==> src/rtl/status_flag_pkg.sv <==
package status_flag_pkg;
  parameter int unsigned ALU_FLAG_W   = 4;
  parameter int unsigned STATE_FLAG_W = 2;
  parameter int unsigned BUS_W        = 8;
  localparam int unsigned FLAG_W      = ALU_FLAG_W + STATE_FLAG_W;
  localparam int unsigned STATE_BASE  = ALU_FLAG_W;

  // bit positions on the Z/Left buses and on the sequencer output
  typedef enum int unsigned {
    POS_C   = 0,
    POS_Z   = 1,
    POS_N   = 2,
    POS_V   = 3,
    POS_IE  = 4,
    POS_SUP = 5
  } flag_pos_e;
endpackage

==> src/rtl/alu_flag_grp.sv <==
module alu_flag_grp #(
  parameter int unsigned W = 4
) (
  input  logic         clk_i,
  input  logic         rst_ni,
  input  logic         ld_i,
  input  logic         src_i,
  input  logic [W-1:0] alu_i,
  input  logic [W-1:0] z_i,
  output logic [W-1:0] q_o
);
  logic [W-1:0] d;

  always_comb d = src_i ? alu_i : z_i;

  // synchronous clear, reset wins over load
  always_ff @(posedge clk_i) begin
    if (!rst_ni)   q_o <= '0;
    else if (ld_i) q_o <= d;
  end

  assert_alu_load_R1: assert property (@(posedge clk_i) disable iff (!rst_ni)
    ld_i |=> (q_o == ($past(src_i) ? $past(alu_i) : $past(z_i))));

  assert_alu_hold_R3: assert property (@(posedge clk_i) disable iff (!rst_ni)
    !ld_i |=> $stable(q_o));
endmodule

==> src/rtl/state_flag_cell.sv <==
module state_flag_cell (
  input  logic clk_i,
  input  logic rst_ni,
  input  logic ld_i,
  input  logic d_i,
  output logic q_o
);
  always_ff @(posedge clk_i) begin
    if (!rst_ni)   q_o <= 1'b0;
    else if (ld_i) q_o <= d_i;
  end

  assert_state_load_R4: assert property (@(posedge clk_i) disable iff (!rst_ni)
    ld_i |=> (q_o == $past(d_i)));

  assert_state_hold_R5: assert property (@(posedge clk_i) disable iff (!rst_ni)
    !ld_i |=> $stable(q_o));
endmodule

==> src/rtl/flag_bus_drv.sv <==
module flag_bus_drv #(
  parameter int unsigned FLAG_W = 6,
  parameter int unsigned BUS_W  = 8
) (
  input  logic [FLAG_W-1:0] flags_i,
  input  logic              sel_i,
  output logic [BUS_W-1:0]  bus_o
);
  localparam int unsigned PAD_W = BUS_W - FLAG_W;

  generate
    if (PAD_W > 0) begin : g_pad
      always_comb bus_o = sel_i ? {{PAD_W{1'b0}}, flags_i} : '0;
    end else begin : g_nopad
      always_comb bus_o = sel_i ? flags_i[BUS_W-1:0] : '0;
    end
  endgenerate
endmodule

==> src/rtl/status_flag_reg.sv <==
module status_flag_reg
  import status_flag_pkg::*;
#(
  parameter int unsigned A_W = ALU_FLAG_W,
  parameter int unsigned S_W = STATE_FLAG_W,
  parameter int unsigned B_W = BUS_W
) (
  input  logic             clk_i,
  input  logic             rst_ni,
  input  logic             alu_ld_i,
  input  logic             alu_src_i,
  input  logic [A_W-1:0]   alu_flags_i,
  input  logic [S_W-1:0]   st_ld_i,
  input  logic [B_W-1:0]   z_bus_i,
  input  logic             left_sel_i,
  output logic [A_W+S_W-1:0] seq_flags_o,
  output logic [B_W-1:0]   left_o
);
  localparam int unsigned F_W = A_W + S_W;

  logic [A_W-1:0] alu_q;
  logic [S_W-1:0] st_q;

  alu_flag_grp #(.W(A_W)) u_alu (
    .clk_i  (clk_i),
    .rst_ni (rst_ni),
    .ld_i   (alu_ld_i),
    .src_i  (alu_src_i),
    .alu_i  (alu_flags_i),
    .z_i    (z_bus_i[A_W-1:0]),
    .q_o    (alu_q)
  );

  // each state flag takes the Z bus bit at its own position
  for (genvar k = 0; k < S_W; k++) begin : g_st
    state_flag_cell u_cell (
      .clk_i  (clk_i),
      .rst_ni (rst_ni),
      .ld_i   (st_ld_i[k]),
      .d_i    (z_bus_i[A_W+k]),
      .q_o    (st_q[k])
    );
  end

  always_comb seq_flags_o = {st_q, alu_q};

  flag_bus_drv #(.FLAG_W(F_W), .BUS_W(B_W)) u_drv (
    .flags_i (seq_flags_o),
    .sel_i   (left_sel_i),
    .bus_o   (left_o)
  );
endmodule

==> config.mk <==
export PLATFORM = sky130hd
export DESIGN_NAME = status_flag_reg
export DESIGN_NICKNAME = d
export VERILOG_FILES = /design/src/rtl/status_flag_pkg.sv /design/src/rtl/alu_flag_grp.sv /design/src/rtl/state_flag_cell.sv /design/src/rtl/flag_bus_drv.sv /design/src/rtl/status_flag_reg.sv
export SDC_FILE = /design/constraint.sdc
export NUM_CORES = 1
export LEC_CHECK = 0
export ABC_CLOCK_PERIOD_IN_PS = 800
export BUFFER_PORTS_ARGS = -buffer_cell sky130_fd_sc_hd__buf_2
export CORE_AREA = 3 3 40 42
export DETAILED_ROUTE_END_ITERATION = 7
export DIE_AREA = 0 0 43 45
export PLACE_DENSITY = 0.64
export SLEW_MARGIN = 20
export SYNTH_ARGS = -nofsm -noshare
export SYNTH_HDL_FRONTEND = slang
export SYNTH_SLANG_ARGS = --single-unit
==> constraint.sdc <==
create_clock -name clk_i -period 0.8 [get_ports clk_i]
set_clock_uncertainty 0.05 [all_clocks]
set_input_delay 0.16 -clock clk_i [delete_from_list [all_inputs] [get_ports clk_i]]
set_output_delay 0.16 -clock clk_i [all_outputs]
set_load 0.005 [all_outputs]
==> flow_summary.toml, run 1 <==
[power]
p_sw_mw = 0.168
clkPwrFrac_pct = 35.3
seqPwrFrac_pct = 45.1
comb_power_share_pct = 19.5
peakVddDrop_uv = 866
leakage_nw = 0.267
power_mw = 0.749
p_int_mw = 0.580
p_sw_share_pct = 22.5
p_per_area_nw_per_um2 = 1550

[global_routing]
grt_pass1_vias = 325
grt_max_degree = 9
antenna_found_initial = 0
grt_first_pass_wirelength_mm = 1.28
grtUsageTotal_pct = 9.27
overflow = 0

[synth]
async_reset_ff_share_pct = 0
yosysWarnings = 0
synth_top_flop_cell = "dfxtp_1"
synth_area_leaders = "dfxtp_1, mux2i_1, and2_1"
seq_area_frac_synth_pct = 38.1
syn_area_sq_um = 315
avgSynthCellArea_sq_um = 9.27
synth_top_cells_by_count = "and2_1, dfxtp_1, mux2i_1"
synth_top_area_share_pct = 38.1
netlist_instances = 34
synth_top_area_cell = "dfxtp_1"
ys_types = 9
synth_enable_flop_cells = 0
synth_seq_cells = 6

[timing]
fin_crit_ns = 1.01
setup_viol = 12
setup_slack_ns = -0.211
post-route-period-util_pct = 126
hold_ws_ns = 0.142
rsz0062_at_grt = "yes"
hold_viol = 0
fmax_mhz = 989
drv_slew = 0
fin_setup_tns_ns = -1.65

[clocking]
clock_latency_ns = 0.23
holdBufCountCts = 0
cts_root_buf = "clkbuf_4"
post_cts_buffers = 0
cts.sinks = 6
cts_buffer_depth = 2
cts.repair.resized = 6
htree_num_levels = 1
numCtsBuffers = 3
cts_tree = "done"
path_clk_slew_ns = 0.04

[cells_and_area]
final_layout_size_suffix_gt1_share_pct = 62.3
antenna_cells = 0
layout.nets = 82
fin_util_pct = 37.5
n_fill_cell = 142
syn_to_final_growth_pct = 52.8

[floorplanning]
start_util_pct = 24.5
die_area_sq_um = 1940
std_cell_rows = 13
die_w_um = 43
die_h_um = 45
io_pins = 33
core_area_sq_um = 1280

[drt]
routed_wl_um = 793
dr.pass1.iters = 3
viasPerCell = 4.38
drcViolationCount = 0
drtIter0Drc = 6
wl_per_cell_um = 10.4
route.vias.total = 333
ant_nets = 0

[placed_design]
gp_congestion = 0.715
place_ws_ns = 0.0237
port_buffers = 28

[setup_path]
cp_max_fo = 3
cp.required_ns = 0.59
critPathLaunchType = "flop"
rr_startpoint = "u_alu.q_o[1]"
r2r.worst_path.cells = 2
critical_path_class = "reg2out"
rr_endpoint = "u_alu.q_o[1]"
cp-end-kind = "primary output"
crit_arrival_ns = 0.80
rrSetupSlack_ns = 0.12

[hold_path]
hold_path_class = "in2reg"
whs_path_depth = 2
worstHoldStart = "alu_ld_i"
hold_end = "u_alu.q_o[0]"

[run_status]
failed_checks = "setup timing"
outcome = "complete, but fails checks"

[flow_run]
max-cap-violations = 0
cell usage in the layout (no fill, tap or decap), drive strengths merged:
cell / Yosys / layout
a21oi: 4 / 4
and2: 6 / 6
buf: 5 / 28
clkbuf: 0 / 3
conb: 1 / 2
dfxtp: 6 / 6
mux2i: 6 / 6
nor2b: 2 / 2
o21ai: 4 / 4
layer usage:
| layer | up-vias | wire length (um) | global-route usage, % |
|---|---|---|---|
| met1 | 157 | 258 | 8.25 |
| met3 | 0 | 71 | 7.17 |
| met5 | - | 0 | 0 |
| met4 | 0 | 0 | 0 |
| li1 | 164 | - | - |
| met2 | 12 | 463 | 17.7 |
per-stage QoR:
step | cells | area (sq um)
detailed placement | 73 | 437
finish | 76 | 482
floorplan | 35 | 319
global route | 76 | 482
global placement | 73 | 437
CTS | 76 | 467
area by class of cell:
| class | count | area, sq um | area share, % |
|---|---|---|---|
| flip-flops and latches | 6 | 128 | 26.5 |
| well taps | 15 | 18.8 | 3.90 |
| multi-input cells | 24 | 160 | 33.2 |
| repair buffers | 28 | 153 | 31.7 |
| clock buffers | 3 | 22.5 | 4.68 |
state kept, by name, summed over array words and instances, names as in the netlist:
| register | flops |
|---|---|
| g_st.u_cell.q_o | 2 |
| u_alu.q_o | 4 |
worst max path at each step:
stage / start / end / slack, ns
3_3_place_gp: left_sel_i / left_o[3] / 0.03
4_1_cts: g_st[0].u_cell.q_o / left_o[4] / -0.22
6_report: u_alu.q_o[2] / left_o[2] / -0.21
3_5_place_dp: left_sel_i / left_o[4] / 0.02
5_1_grt: g_st[1].u_cell.q_o / left_o[5] / -0.25
2_1_floorplan: u_alu.q_o[1] / left_o[1] / 0.13
critical path, stage by stage (launching register included):
cell and delay [ns]:
dfxtp_2 0.32, and2_1 0.13, buf_2 0.12
cell families (layout without fill, tap and decap cells):
logic type,after synthesis,count (layout),share of synthesized area (%)
other,1,2,1.19
buffers and inverters,5,31,13.1
AOI/OAI and AO/OA,8,8,12.7
muxes,6,6,19.0
DFF,6,6,38.1
and+or+nand+nor,8,8,15.9
power groups by stage:
stage | Sequential, mW | Combinational [mW] | Clock (mW)
final | 0.338 | 0.146 | 0.265
after global routing | 0.341 | 0.163 | 0.317
after CTS | 0.337 | 0.141 | 0.286
after detailed placement | 0.338 | 0.140 | 0
after global placement | 0.338 | 0.136 | 0
after floorplan | 0.339 | 0.0723 | 0
Note: power is estimated with default switching activity, not from simulation.
==> inputs of run 2 (changes only) <==
Settings changed: CELL_PAD_IN_SITES_DETAIL_PLACEMENT set to 1, CELL_PAD_IN_SITES_GLOBAL_PLACEMENT set to 1, CORE_AREA 3 3 40 42 to unset, CORE_MARGIN set to 3, CORE_UTILIZATION set to 20, DIE_AREA 0 0 43 45 to unset, PLACE_DENSITY 0.64 to 0.78.
==> flow_summary.toml, run 2 (synthesis gave the netlist of run 1 again) <==
[setup_path]
cp-end-kind = "primary output"
crit_arrival_ns = 0.80
cp_max_fo = 3
critical_path_class = "reg2out"
critPathLaunchType = "flop"
cp.required_ns = 0.59

[cells_and_area]
regMostFlops = "u_alu.q_o"
fin_util_pct = 37.5
largest_reg_flops = 4
final_layout_size_suffix_gt1_share_pct = 68.3
layout.nets = 84
antenna_cells = 0
syn_to_final_growth_pct = 64.3
biggestRegsByFlops = "u_alu.q_o (4), g_st.u_cell.q_o (2)"
final_cell_area_sq_um = 518
n_fill_cell = 179
final_common_cell = "buf_2"
final_cell_mix = "buf_2, mux2i_1, dfxtp_2"

[power]
p_sw_mw = 0.190
p_int_mw = 0.600
p_per_area_nw_per_um2 = 1520
power_mw = 0.790
p_sw_share_pct = 24.1
comb_power_share_pct = 22.1
clkPwrFrac_pct = 34.9
leakage_nw = 0.283
seqPwrFrac_pct = 43.0
peakVddDrop_uv = 611

[clocking]
clock_latency_ns = 0.24
holdBufCountCts = 0
cts_tree = "done"
cts_root_buf = "clkbuf_4"
path_clk_slew_ns = 0.04
htree_num_levels = 1
cts.sinks = 6
cts_buffer_depth = 2
numCtsBuffers = 3

[placed_design]
place_area_sq_um = 437
gp_congestion = 0.699
place_ws_ns = 0.00302
port_buffers = 28

[global_routing]
antenna_found_initial = 0
grt_first_pass_wirelength_mm = 1.59
grt_pass1_vias = 356
overflow = 0
grt_max_degree = 9
grtUsageTotal_pct = 11.8

[drt]
drtIter0Drc = 2
route.vias.total = 337
viasPerCell = 4.32
dr.pass1.iters = 2
wl_per_cell_um = 13.2
drcViolationCount = 0
routed_wl_mm = 1.03
ant_nets = 0

[timing]
post-route-period-util_pct = 127
setup_viol = 12
fmax_mhz = 986
setup_slack_ns = -0.214
hold_viol = 0
rsz0062_at_grt = "yes"
hold_ws_ns = 0.136
fin_crit_ns = 1.01
drv_slew = 0

[floorplanning]
die_area_sq_um = 2090
std_cell_rows = 13
die_w_um = 45.7
die_h_um = 45.7
io_pins = 33
core_area_sq_um = 1380
start_util_pct = 22.8

[hold_path]
hold_path_class = "in2reg"

[flow_run]
max-cap-violations = 0

[run_status]
failed_checks = "setup timing"
outcome = "complete, but fails checks"
-- run 2: power by group through the flow --
stage	logic, mW	clock network (mW)	registers, mW
floorplan	0.0723	0	0.339
global placement	0.138	0	0.339
detailed placement	0.143	0	0.341
CTS	0.159	0.295	0.340
global route	0.193	0.313	0.341
finish	0.175	0.275	0.340
-- run 2: what timing repair did --
| action | 4_1_cts | 5_1_grt |
|---|---|---|
| setup buffers | 1 | 1 |
| gates resized for setup | 10 | 5 |
| pin swaps | 0 | 0 |
| endpoints found under the setup margin | 12 | 12 |
-- run 2: final cells by class --
type / count / area (sq um) / area share (%)
multi-input combinational: 24 / 169 / 32.6
clock buffer: 3 / 22.5 / 4.35
tap: 15 / 18.8 / 3.62
sequential: 6 / 128 / 24.6
timing repair buffer: 30 / 180 / 34.8
-- run 2: through the flow --
step	setup TNS [ns]	instances
6_report	-1.90	78
5_1_grt	-2.32	78
4_1_cts	-1.97	77
3_5_place_dp	0	73
3_3_place_gp	0	73
2_1_floorplan	0	35
-- run 2: per-layer routing --
metal / part of all wire, % / GRT usage (%) / vias up
li1: - / - / 168
met1: 31 / 9.69 / 151
met2: 58 / 20.9 / 16
met3: 8.6 / 6.32 / 2
met4: 2.1 / 8.52 / 0
met5: 0 / 0 / -
-- run 2: worst max-delay path: stages, from the launching register on --
cell     delay (ns)
dfxtp_2        0.32
and2_4         0.13
buf_6          0.11
-- run 2: path summary, 6_finish.rpt --
check	from	to	slack, ns	depth (start not counted)
max	u_alu.q_o[0]	left_o[0]	-0.21	2
min	z_bus_i[5]	g_st[1].u_cell.q_o	0.14	3
max reg2reg	u_alu.q_o[3]	u_alu.q_o[3]	0.03	3
min reg2reg	g_st[1].u_cell.q_o	g_st[1].u_cell.q_o	0.47	2
